[config.mk]
export PLATFORM = sky130hd
export DESIGN_NAME = bus_slave_resp
export DESIGN_NICKNAME = d
export VERILOG_FILES = /design/src/rtl/bsr_pkg.sv /design/src/rtl/bsr_decode.sv /design/src/rtl/bsr_sel_latch.sv /design/src/rtl/bsr_rdy_ctrl.sv /design/src/rtl/bus_slave_resp.sv
export SDC_FILE = /design/constraint.sdc
export NUM_CORES = 1
export LEC_CHECK = 0
export ABC_AREA = 1
export BUFFER_PORTS_ARGS = -buffer_cell sky130_fd_sc_hd__buf_2
export CAP_MARGIN = 5
export CORE_MARGIN = 3
export CORE_UTILIZATION = 48
export CTS_BUF_LIST = sky130_fd_sc_hd__clkbuf_16
export DETAILED_ROUTE_END_ITERATION = 8
export GPL_TIMING_DRIVEN = 0
export PLACE_DENSITY_LB_ADDON = 0.2
export SLEW_MARGIN = 40
export SYNTH_ARGS = -nofsm -noshare
export SYNTH_HDL_FRONTEND = slang
export SYNTH_SLANG_ARGS = --single-unit
export TNS_END_PERCENT = 100
[constraint.sdc]
create_clock -name clk -period 2.6 [get_ports clk]
set_clock_uncertainty 0.2 [all_clocks]
set_input_delay 0.26 -clock clk [delete_from_list [all_inputs] [get_ports clk]]
set_output_delay 0.26 -clock clk [all_outputs]
set_load 0.03 [all_outputs]
[src/rtl/bsr_pkg.sv]
package bsr_pkg;
  typedef enum logic [1:0] {EXT_NONE, EXT_SYNC, EXT_ASYNC} ext_mode_e;
  typedef enum logic [1:0] {RS_IDLE, RS_HOLD, RS_DONE} rdy_st_e;
endpackage

[src/rtl/bsr_decode.sv]
module bsr_decode #(
  parameter int          AW        = 8,
  parameter logic [AW-1:0] ADDR_BASE = '0,
  parameter logic [AW-1:0] ADDR_MASK = '0,
  parameter logic        MEM_MATCH = 1'b1,
  parameter int          PORT_W    = 32
) (
  input  logic [AW-1:0] addr,
  input  logic          mem_io,
  output logic          hit,
  output logic          sel_fb_n,
  output logic          sz16_n,
  output logic          sz32_n
);
  localparam logic [AW-1:0] MATCH = ADDR_BASE & ADDR_MASK;

  // unlatched decode: the next cycle's address may already be on the bus
  assign hit      = ((addr & ADDR_MASK) == MATCH) && (mem_io == MEM_MATCH);
  assign sel_fb_n = ~hit;

  generate
    if (PORT_W >= 32) begin : g_w32
      assign sz16_n = ~hit;
      assign sz32_n = ~hit;
    end else if (PORT_W >= 16) begin : g_w16
      assign sz16_n = ~hit;
      assign sz32_n = 1'b1;
    end else begin : g_w8
      assign sz16_n = 1'b1;
      assign sz32_n = 1'b1;
    end
  endgenerate

  always_comb begin
    if (sel_fb_n === 1'b1) begin
      AST_SIZE_NEEDS_SEL: assert (sz16_n && sz32_n);
    end
  end
endmodule

[src/rtl/bsr_sel_latch.sv]
module bsr_sel_latch (
  input  logic clk,
  input  logic rst_n,
  input  logic hit,
  input  logic addr_lat_n,
  input  logic xfer_n,
  input  logic st_wr_n,
  input  logic st_rd_n,
  output logic sel_q,
  output logic wr_q
);
  logic lat_q, lat_d, sel_d, wr_d;
  logic cyc_end, take_now;

  assign cyc_end  = st_wr_n & st_rd_n & xfer_n;
  assign take_now = ~lat_q & (~addr_lat_n | ~xfer_n);

  always_comb begin
    lat_d = lat_q;
    sel_d = sel_q;
    wr_d  = wr_q;
    if (cyc_end) begin
      lat_d = 1'b0;
      sel_d = 1'b0;
      wr_d  = 1'b0;
    end else if (take_now) begin
      lat_d = 1'b1;
      sel_d = hit;
      wr_d  = ~st_wr_n;
    end
  end

  always_ff @(posedge clk or negedge rst_n) begin
    if (!rst_n) begin
      lat_q <= 1'b0;
      sel_q <= 1'b0;
      wr_q  <= 1'b0;
    end else begin
      lat_q <= lat_d;
      sel_q <= sel_d;
      wr_q  <= wr_d;
    end
  end

  AST_SEL_HOLD: assert property (@(posedge clk) disable iff (!rst_n)
    (lat_q && !cyc_end) |=> ($stable(sel_q) && $stable(wr_q)));
  AST_SEL_CLEAR: assert property (@(posedge clk) disable iff (!rst_n)
    cyc_end |=> !sel_q);
endmodule

[src/rtl/bsr_rdy_ctrl.sv]
module bsr_rdy_ctrl
  import bsr_pkg::*;
#(
  parameter ext_mode_e MODE      = EXT_SYNC,
  parameter int        WAIT_CLKS = 3
) (
  input  logic clk,
  input  logic rst_n,
  input  logic hit,
  input  logic addr_lat_n,
  input  logic xfer_n,
  input  logic st_active,
  input  logic done_i,
  output logic rdy
);
  localparam int CW = $clog2(WAIT_CLKS + 1);
  localparam logic [CW-1:0] LAST = CW'(WAIT_CLKS - 1);

  rdy_st_e        st_q, st_d;
  logic [CW-1:0]  cnt_q, cnt_d;
  logic           idle_bus;

  assign idle_bus = ~st_active & xfer_n;

  always_comb begin
    st_d  = st_q;
    cnt_d = cnt_q;
    case (st_q)
      RS_IDLE: begin
        cnt_d = '0;
        if (MODE != EXT_NONE && !addr_lat_n && hit && st_active) st_d = RS_HOLD;
      end
      RS_HOLD: begin
        if (idle_bus) begin
          st_d = RS_IDLE;
        end else if (MODE == EXT_ASYNC) begin
          if (done_i) st_d = RS_DONE;
        end else if (!xfer_n) begin
          if (cnt_q == LAST) st_d = RS_DONE;
          else               cnt_d = cnt_q + 1'b1;
        end
      end
      RS_DONE: begin
        if (idle_bus) st_d = RS_IDLE;
      end
      default: st_d = RS_IDLE;
    endcase
  end

  always_ff @(posedge clk or negedge rst_n) begin
    if (!rst_n) begin
      st_q  <= RS_IDLE;
      cnt_q <= '0;
    end else begin
      st_q  <= st_d;
      cnt_q <= cnt_d;
    end
  end

  assign rdy = (st_q != RS_HOLD);

  AST_NO_EARLY_WAIT: assert property (@(posedge clk) disable iff (!rst_n)
    $fell(rdy) |-> $past(!addr_lat_n));
  AST_ABORT_RELEASE: assert property (@(posedge clk) disable iff (!rst_n)
    (!rdy && idle_bus) |=> rdy);
  AST_ASYNC_RELEASE: assert property (@(posedge clk) disable iff (!rst_n)
    (MODE == EXT_ASYNC && !rdy && done_i) |=> rdy);
  AST_CNT_BOUND: assert property (@(posedge clk) disable iff (!rst_n)
    cnt_q < CW'(WAIT_CLKS));
endmodule

[src/rtl/bus_slave_resp.sv]
module bus_slave_resp
  import bsr_pkg::*;
#(
  parameter int            AW        = 8,
  parameter int            DW        = 16,
  parameter logic [AW-1:0] ADDR_BASE = 8'h40,
  parameter logic [AW-1:0] ADDR_MASK = 8'hF0,
  parameter logic          MEM_MATCH = 1'b1,
  parameter int            PORT_W    = 32,
  parameter ext_mode_e     MODE      = EXT_SYNC,
  parameter int            WAIT_CLKS = 3
) (
  input  logic          clk,
  input  logic          rst_n,
  input  logic [AW-1:0] addr,
  input  logic          mem_io,
  input  logic          st_wr_n,
  input  logic          st_rd_n,
  input  logic          addr_lat_n,
  input  logic          xfer_n,
  input  logic [DW-1:0] wdata,
  input  logic          done_i,
  output logic          sel_fb_n,
  output logic          sz16_n,
  output logic          sz32_n,
  output logic          rdy,
  output logic          rd_drive,
  output logic          loc_rd_en,
  output logic          loc_wr_en,
  output logic [DW-1:0] wdata_q
);
  logic          rs_meta_q, rst_n_s;
  logic          hit, sel_q, wr_q, st_active;
  logic          xfer_d_q, wr_fire;
  logic [DW-1:0] wdata_d;

  // asynchronous assert, synchronous release
  always_ff @(posedge clk or negedge rst_n) begin
    if (!rst_n) begin
      rs_meta_q <= 1'b0;
      rst_n_s   <= 1'b0;
    end else begin
      rs_meta_q <= 1'b1;
      rst_n_s   <= rs_meta_q;
    end
  end

  assign st_active = ~st_wr_n | ~st_rd_n;

  bsr_decode #(
    .AW(AW), .ADDR_BASE(ADDR_BASE), .ADDR_MASK(ADDR_MASK),
    .MEM_MATCH(MEM_MATCH), .PORT_W(PORT_W)
  ) u_dec (
    .addr(addr), .mem_io(mem_io), .hit(hit),
    .sel_fb_n(sel_fb_n), .sz16_n(sz16_n), .sz32_n(sz32_n)
  );

  bsr_sel_latch u_sel (
    .clk(clk), .rst_n(rst_n_s), .hit(hit), .addr_lat_n(addr_lat_n),
    .xfer_n(xfer_n), .st_wr_n(st_wr_n), .st_rd_n(st_rd_n),
    .sel_q(sel_q), .wr_q(wr_q)
  );

  bsr_rdy_ctrl #(.MODE(MODE), .WAIT_CLKS(WAIT_CLKS)) u_rdy (
    .clk(clk), .rst_n(rst_n_s), .hit(hit), .addr_lat_n(addr_lat_n),
    .xfer_n(xfer_n), .st_active(st_active), .done_i(done_i), .rdy(rdy)
  );

  assign loc_rd_en = sel_q & ~wr_q & ~xfer_n;
  assign rd_drive  = sel_q & ~wr_q & (st_active | ~xfer_n);
  assign wr_fire   = sel_q & wr_q & xfer_n & ~xfer_d_q;
  assign wdata_d   = wr_fire ? wdata : wdata_q;

  always_ff @(posedge clk or negedge rst_n_s) begin
    if (!rst_n_s) begin
      xfer_d_q  <= 1'b1;
      loc_wr_en <= 1'b0;
      wdata_q   <= '0;
    end else begin
      xfer_d_q  <= xfer_n;
      loc_wr_en <= wr_fire;
      wdata_q   <= wdata_d;
    end
  end

  AST_WR_SINGLE: assert property (@(posedge clk) disable iff (!rst_n_s)
    loc_wr_en |=> !loc_wr_en);
  AST_WR_AFTER_CMD: assert property (@(posedge clk) disable iff (!rst_n_s)
    $rose(loc_wr_en) |-> $past(xfer_n));
  AST_RD_WR_EXCL: assert property (@(posedge clk) disable iff (!rst_n_s)
    !(loc_rd_en && loc_wr_en));
endmodule

# ---- Yosys cells after proc, flatten, opt, wreduce, memory -nomap -nowiden
# Index checks and enable logic that the tools add are counted.
dict set report op_classes {
  addsub 1
  n_eq_ne 12
  n_mux 16
  n_bitwise 22
  reduce_logical 9
}
# operator count
set op_table {}
lappend op_table {{2-to-1 mux 2 bit} 8}
lappend op_table {{bitwise AND 1 bit} 10}
lappend op_table {{inverter 1 bit} 9}
lappend op_table {{AND reduction 4 bit} 2}
lappend op_table {{2-to-1 mux 1 bit} 6}
lappend op_table {{inequality test 2 x 1 -> 1 bit, second input constant} 3}
lappend op_table {{inequality test 2 bit, second input constant} 3}
lappend op_table {{case mux 2 bit (3 select lines)} 1}
lappend op_table {{equality test 2 bit, second input constant} 2}
lappend op_table {{equality test 4 x 3 -> 1 bit, second input constant} 1}
lappend op_table {{case mux 2 bit (2 select lines)} 1}
lappend op_table {{nonzero test 2 bit} 2}
lappend op_table {{logical AND 1 bit} 3}
lappend op_table {{inequality test 3 x 1 -> 1 bit, second input constant} 1}
lappend op_table {{inequality test 3 x 2 -> 1 bit, second input constant} 1}
lappend op_table {{OR 1 bit} 3}
lappend op_table {{adder 2 x 1 -> 2 bit, second input constant} 1}
lappend op_table {{equality test 2 x 1 -> 1 bit, second input constant} 1}
lappend op_table {{logical NOT 2 bit} 1}
lappend op_table {{logical NOT 1 bit} 1}
dict set report word_totals {
  register_bits 27
  in_bits 32
  out_inout_bits 23
  word_cells 70
}

# ---- Depth between registers and ports, before layout
dict set report logic_depth {
  depth_word 6
  mapped_depth 8
}

# ---- Modules after synthesis
# From an unflattened synthesis, not the netlist that was laid out.
dict set report unflattened {
  cells_unflattened 151
  hier_area_um2 1261.2
}
# module instances cells_per_inst area_each_um2 seq_area_each_um2
set modules_own_cells {}
lappend modules_own_cells {bus_slave_resp 1 84 803.3 501.7}
lappend modules_own_cells {bsr_rdy_ctrl 1 39 259.0 100.1}
lappend modules_own_cells {bsr_sel_latch 1 16 143.9 75.1}
lappend modules_own_cells {bsr_decode 1 12 55.1 0.0}

# ---- Least setup slack after synthesis
# No wires, ideal clock.
dict set report synth_path {
  kind {reg2out}
  startpoint {reg u_sel.wr_q}
  endpoint {out loc_rd_en}
  t_arrival_ps 1127
  slack_ps 1013
  path_stages_with_launch 2
  cell_sequence {dfrtp_1 nor3_1}
}
dict set report synth_between {
  elab_chain_len 3
}
# item line
set synth_rtl {}
lappend synth_rtl {{from (decl)} bsr_sel_latch.sv:10} ;# output logic wr_q
lappend synth_rtl {{from (signal assigned)} bsr_sel_latch.sv:41} ;# wr_q <= wr_d;
lappend synth_rtl {{inverter 1 bit} bus_slave_resp.sv:69} ;# assign loc_rd_en = sel_q & ~wr_q & ~xfer_n;
lappend synth_rtl {{bitwise AND 1 bit (2 in a row)} bus_slave_resp.sv:69}
lappend synth_rtl {{to (decl)} bus_slave_resp.sv:28} ;# output logic loc_rd_en,
# Every way passes these cells.

# ---- Worst setup path in the final report
dict set report layout_path {
  startpoint {in xfer_n}
  endpoint {out rd_drive}
}
dict set report layout_between {
  elab_chain_len 3
}
# item line
set layout_rtl {}
lappend layout_rtl {{from (decl)} bus_slave_resp.sv:20} ;# input logic xfer_n,
lappend layout_rtl {{inverter 1 bit} bus_slave_resp.sv:70} ;# assign rd_drive = sel_q & ~wr_q & (st_active | ~xfer_n);
lappend layout_rtl {{OR 1 bit} bus_slave_resp.sv:70}
lappend layout_rtl {{bitwise AND 1 bit} bus_slave_resp.sv:70}
lappend layout_rtl {{to (decl)} bus_slave_resp.sv:27} ;# output logic rd_drive,
# Every way passes these cells.

==> flow_metrics.py <==
metrics = {
    "synthesis": {
        "synth_commonest_cells": "68 x nand2_1, 26 x dfrtp_1, 15 x inv_1, 8 x nor2_1, 4 x nand3_1",
        "synth_most_common_cell": "nand2_1",
        "synth_area_leaders": "dfrtp_1 57%, nand2_1 22%, inv_1 4.9%, nor2_1 2.6%, dfstp_2 2.3%",
        "synth_top_cell_by_area": "dfrtp_1",
        "synth_cell_types": 18,
        "syn_nets": 169,
        "syn_inst": 136,
        "ys_warn_count": 0,
        "ys_seq_area_share_pct": 58.87,
        "async_flop_share_pct": 100.0,
        "synth_area_sq_mm": 0.001150,
        "ys_seq_elements": 27,
        "synth_flop_cell": "dfrtp_1",
        "avgSynthCellArea_sq_um": 8.455,
        "synth_edf_count": 0,
        "synth_top_area_share_pct": 56.58,
    },
    "finish": {
        "antennaDiodeCount": 0,
        "syn2layout_area_growth_pct": 36.67,
        "drive_above_1_share_pct": 31.28,
        "nets": 229,
        "fillerInstances": 181,
    },
    "floorplanning": {
        "dieWidth_um": 54.95,
        "start_util_pct": 51.48,
        "ios": 55,
        "die_height_um": 54.95,
        "core.rowCount": 17,
        "die-area_sq_mm": 0.003019,
        "core-area_sq_mm": 0.002233,
    },
    "global_routing": {
        "antenna_found_initial": 0,
        "use_met1_pct": 17.88,
        "busiest_layer": "met2",
        "grt_max_degree": 26,
        "grt_util_met3_pct": 3.217,
        "use_met2_pct": 28.94,
        "grt.overflow.total": 0,
        "grt_pass1_vias": 843,
        "grt_first_pass_wirelength_um": 3408,
        "track_usage_pct": 15.92,
    },
    "route": {
        "drt-pass1-iter-count": 4,
        "wl_per_cell_um": 10.67,
        "finalWirelength_um": 2379,
        "drc": 0,
        "vias": 1030,
        "postRouteAntennaNets": 0,
        "via_per_inst": 4.619,
        "drt_iter0_markers": 21,
    },
    "clock_tree": {
        "ctsRootBufferMaster": "clkbuf_16",
        "h-tree-depth": 1,
        "clkTransAtPathRegs_ns": 0.07,
        "clock_latency_ns": 0.26,
        "cts_sinks": 27,
        "clockBufferDepth": 2,
        "cts_buffers": 3,
        "cts_tree": "built",
    },
    "status": {
        "violations": "hold timing",
        "status": "finished with violations",
    },
    "sta": {
        "min_period_ns": 2.023,
        "fin_tns_setup_ns": 0,
        "holdWs_ns": -0.0006029,
        "tightest_slew_ns": 0.5288,
        "setup_viol": 0,
        "rsz0062_at_grt": "no",
        "fin_crit_sh_pct": 77.81,
        "maxSlewHeadroom_pct": 64.74,
        "fmax_mhz": 494.3,
        "finalHoldViolations": 1,
        "drv_slew": 0,
    },
    "placement": {
        "numPortBuffers": 49,
        "hpwl_um": 1786,
        "gp_congestion": 0.7672,
    },
    "pwr": {
        "power.density_mw_per_mm2": 916.7,
        "total_power_mw": 1.441,
        "ir_drop_uv": 523.6,
        "p_leak_nw": 0.9433,
    },
    "setup_path": {
        "critical_path_class": "in2out",
        "worstPathRequired_ns": 2.14,
        "crit_path_start_kind": "input port",
        "critPathArrivalTime_ns": 1.56,
        "critical_path.max_fanout": 7,
        "end_kind": "output port",
    },
    "job": {
        "cap_violations": 0,
    },
    "hold_path": {
        "hold_class": "in2reg",
    },
}
## metal layers
layer,share of wire (%),vias up
li1,-,526
met1,41,464
met2,51,34
met3,6.0,6
met4,1.5,0
met5,0,-
## kinds of logic after synthesis
group / Yosys count / share of synthesized area, %
other cells: 1 / 0.3261
simple gates: 85 / 30.58
fa+ha+maj: 1 / 1.088
compound gates: 2 / 1.088
buf+inv: 20 / 8.051
flops: 27 / 58.87
## critical path: stages
cell and delay [ns]:
dlygate4sd3_1 0.51, buf_2 0.19, nand3_1 0.25, nand2_1 0.14, inv_1 0.04, buf_2 0.17
## layout make-up
type                            count  area, sq um  share of cell area [%]
Multi-Input combinational cell     89        380.4                   24.20
Buffer                              4        31.28                   1.990
Inverter                           16        61.31                   3.901
Tap cell                           28        35.03                   2.229
Clock buffer                        3        75.07                   4.777
Sequential cell                    27        678.2                   43.15
Clock inverter                      1        5.005                  0.3185
Timing Repair Buffer               55        305.3                   19.43
## flip-flops by register name (all words and copies together) (netlist names)
name	cells
u_sel.wr_q	1
u_sel.lat_q	1
u_sel.sel_q	1
u_rdy.st_q	2
rs_meta_q	1
u_rdy.cnt_q	2
loc_wr_en	1
rst_n_s	1
xfer_d_q	1
wdata_q	16
## through the flow
stage               area, sq um  utilization [%]  hold WS [ns]  worst slack [ns]  std cells
floorplan                  1150                -       -0.2356             1.013        136
global placement           1430            64.03       -0.1549             1.129        213
detailed placement         1431            64.09       -0.1524             1.117        213
CTS                        1572            70.36      0.001804            0.5841        223
global route               1572            70.36      0.006755            0.4986        223
finish                     1572            70.36    -0.0006029            0.5770        223
## path summary, 6_finish.rpt
| check | slack, ns | startpoint | depth (start not counted) | to |
|---|---|---|---|---|
| max | 0.58 | xfer_n | 6 | rd_drive |
| min | -0.0006 | wdata[6] | 3 | wdata_q[6] |
| max reg2reg | 1.20 | xfer_d_q | 6 | wdata_q[13] |
| min reg2reg | 0.05 | rst_n_s | 0 | wdata_q[9] |
| max in group asynchronous | 1.78 | rst_n_s | 0 | xfer_d_q |
| min in group asynchronous | 0.05 | rst_n_s | 0 | wdata_q[9] |
## layout by cell type (no fill, tap or decap)
master,synthesis,final
nand2_1,68,68
conb_1,1,1
buf_2,1,50
clkbuf_16,0,3
dfrtp_2,0,1
ha_1,1,1
buf_6,1,1
nor2_1,8,8
dfrtp_1,26,25
nand4_4,1,1
dfstp_2,1,1
o21ai_0,1,1
dlygate4sd3_1,0,6
clkinv_2,1,2
nand3_1,4,4
nand3b_1,1,1
o21a_1,1,1
buf_4,2,2
nor3_1,1,1
nand4_1,2,2
inv_1,15,15
## power by group
part           leakage (nW)  switching [mW]  internal [mW]
registers             0.345          0.0628          0.534
logic                 0.558           0.352          0.153
clock network        0.0409           0.132          0.207
total                 0.943           0.547          0.894
## timing repair
action / in CTS / in global routing
setup endpoints to repair: 0 / 0
gates resized for setup: 0 / 0
endpoints found under the hold margin: 7 / 0
buffers inserted: 0 / 0
hold buffers: 6 / 0
Note: power is estimated with default switching activity, not from simulation.
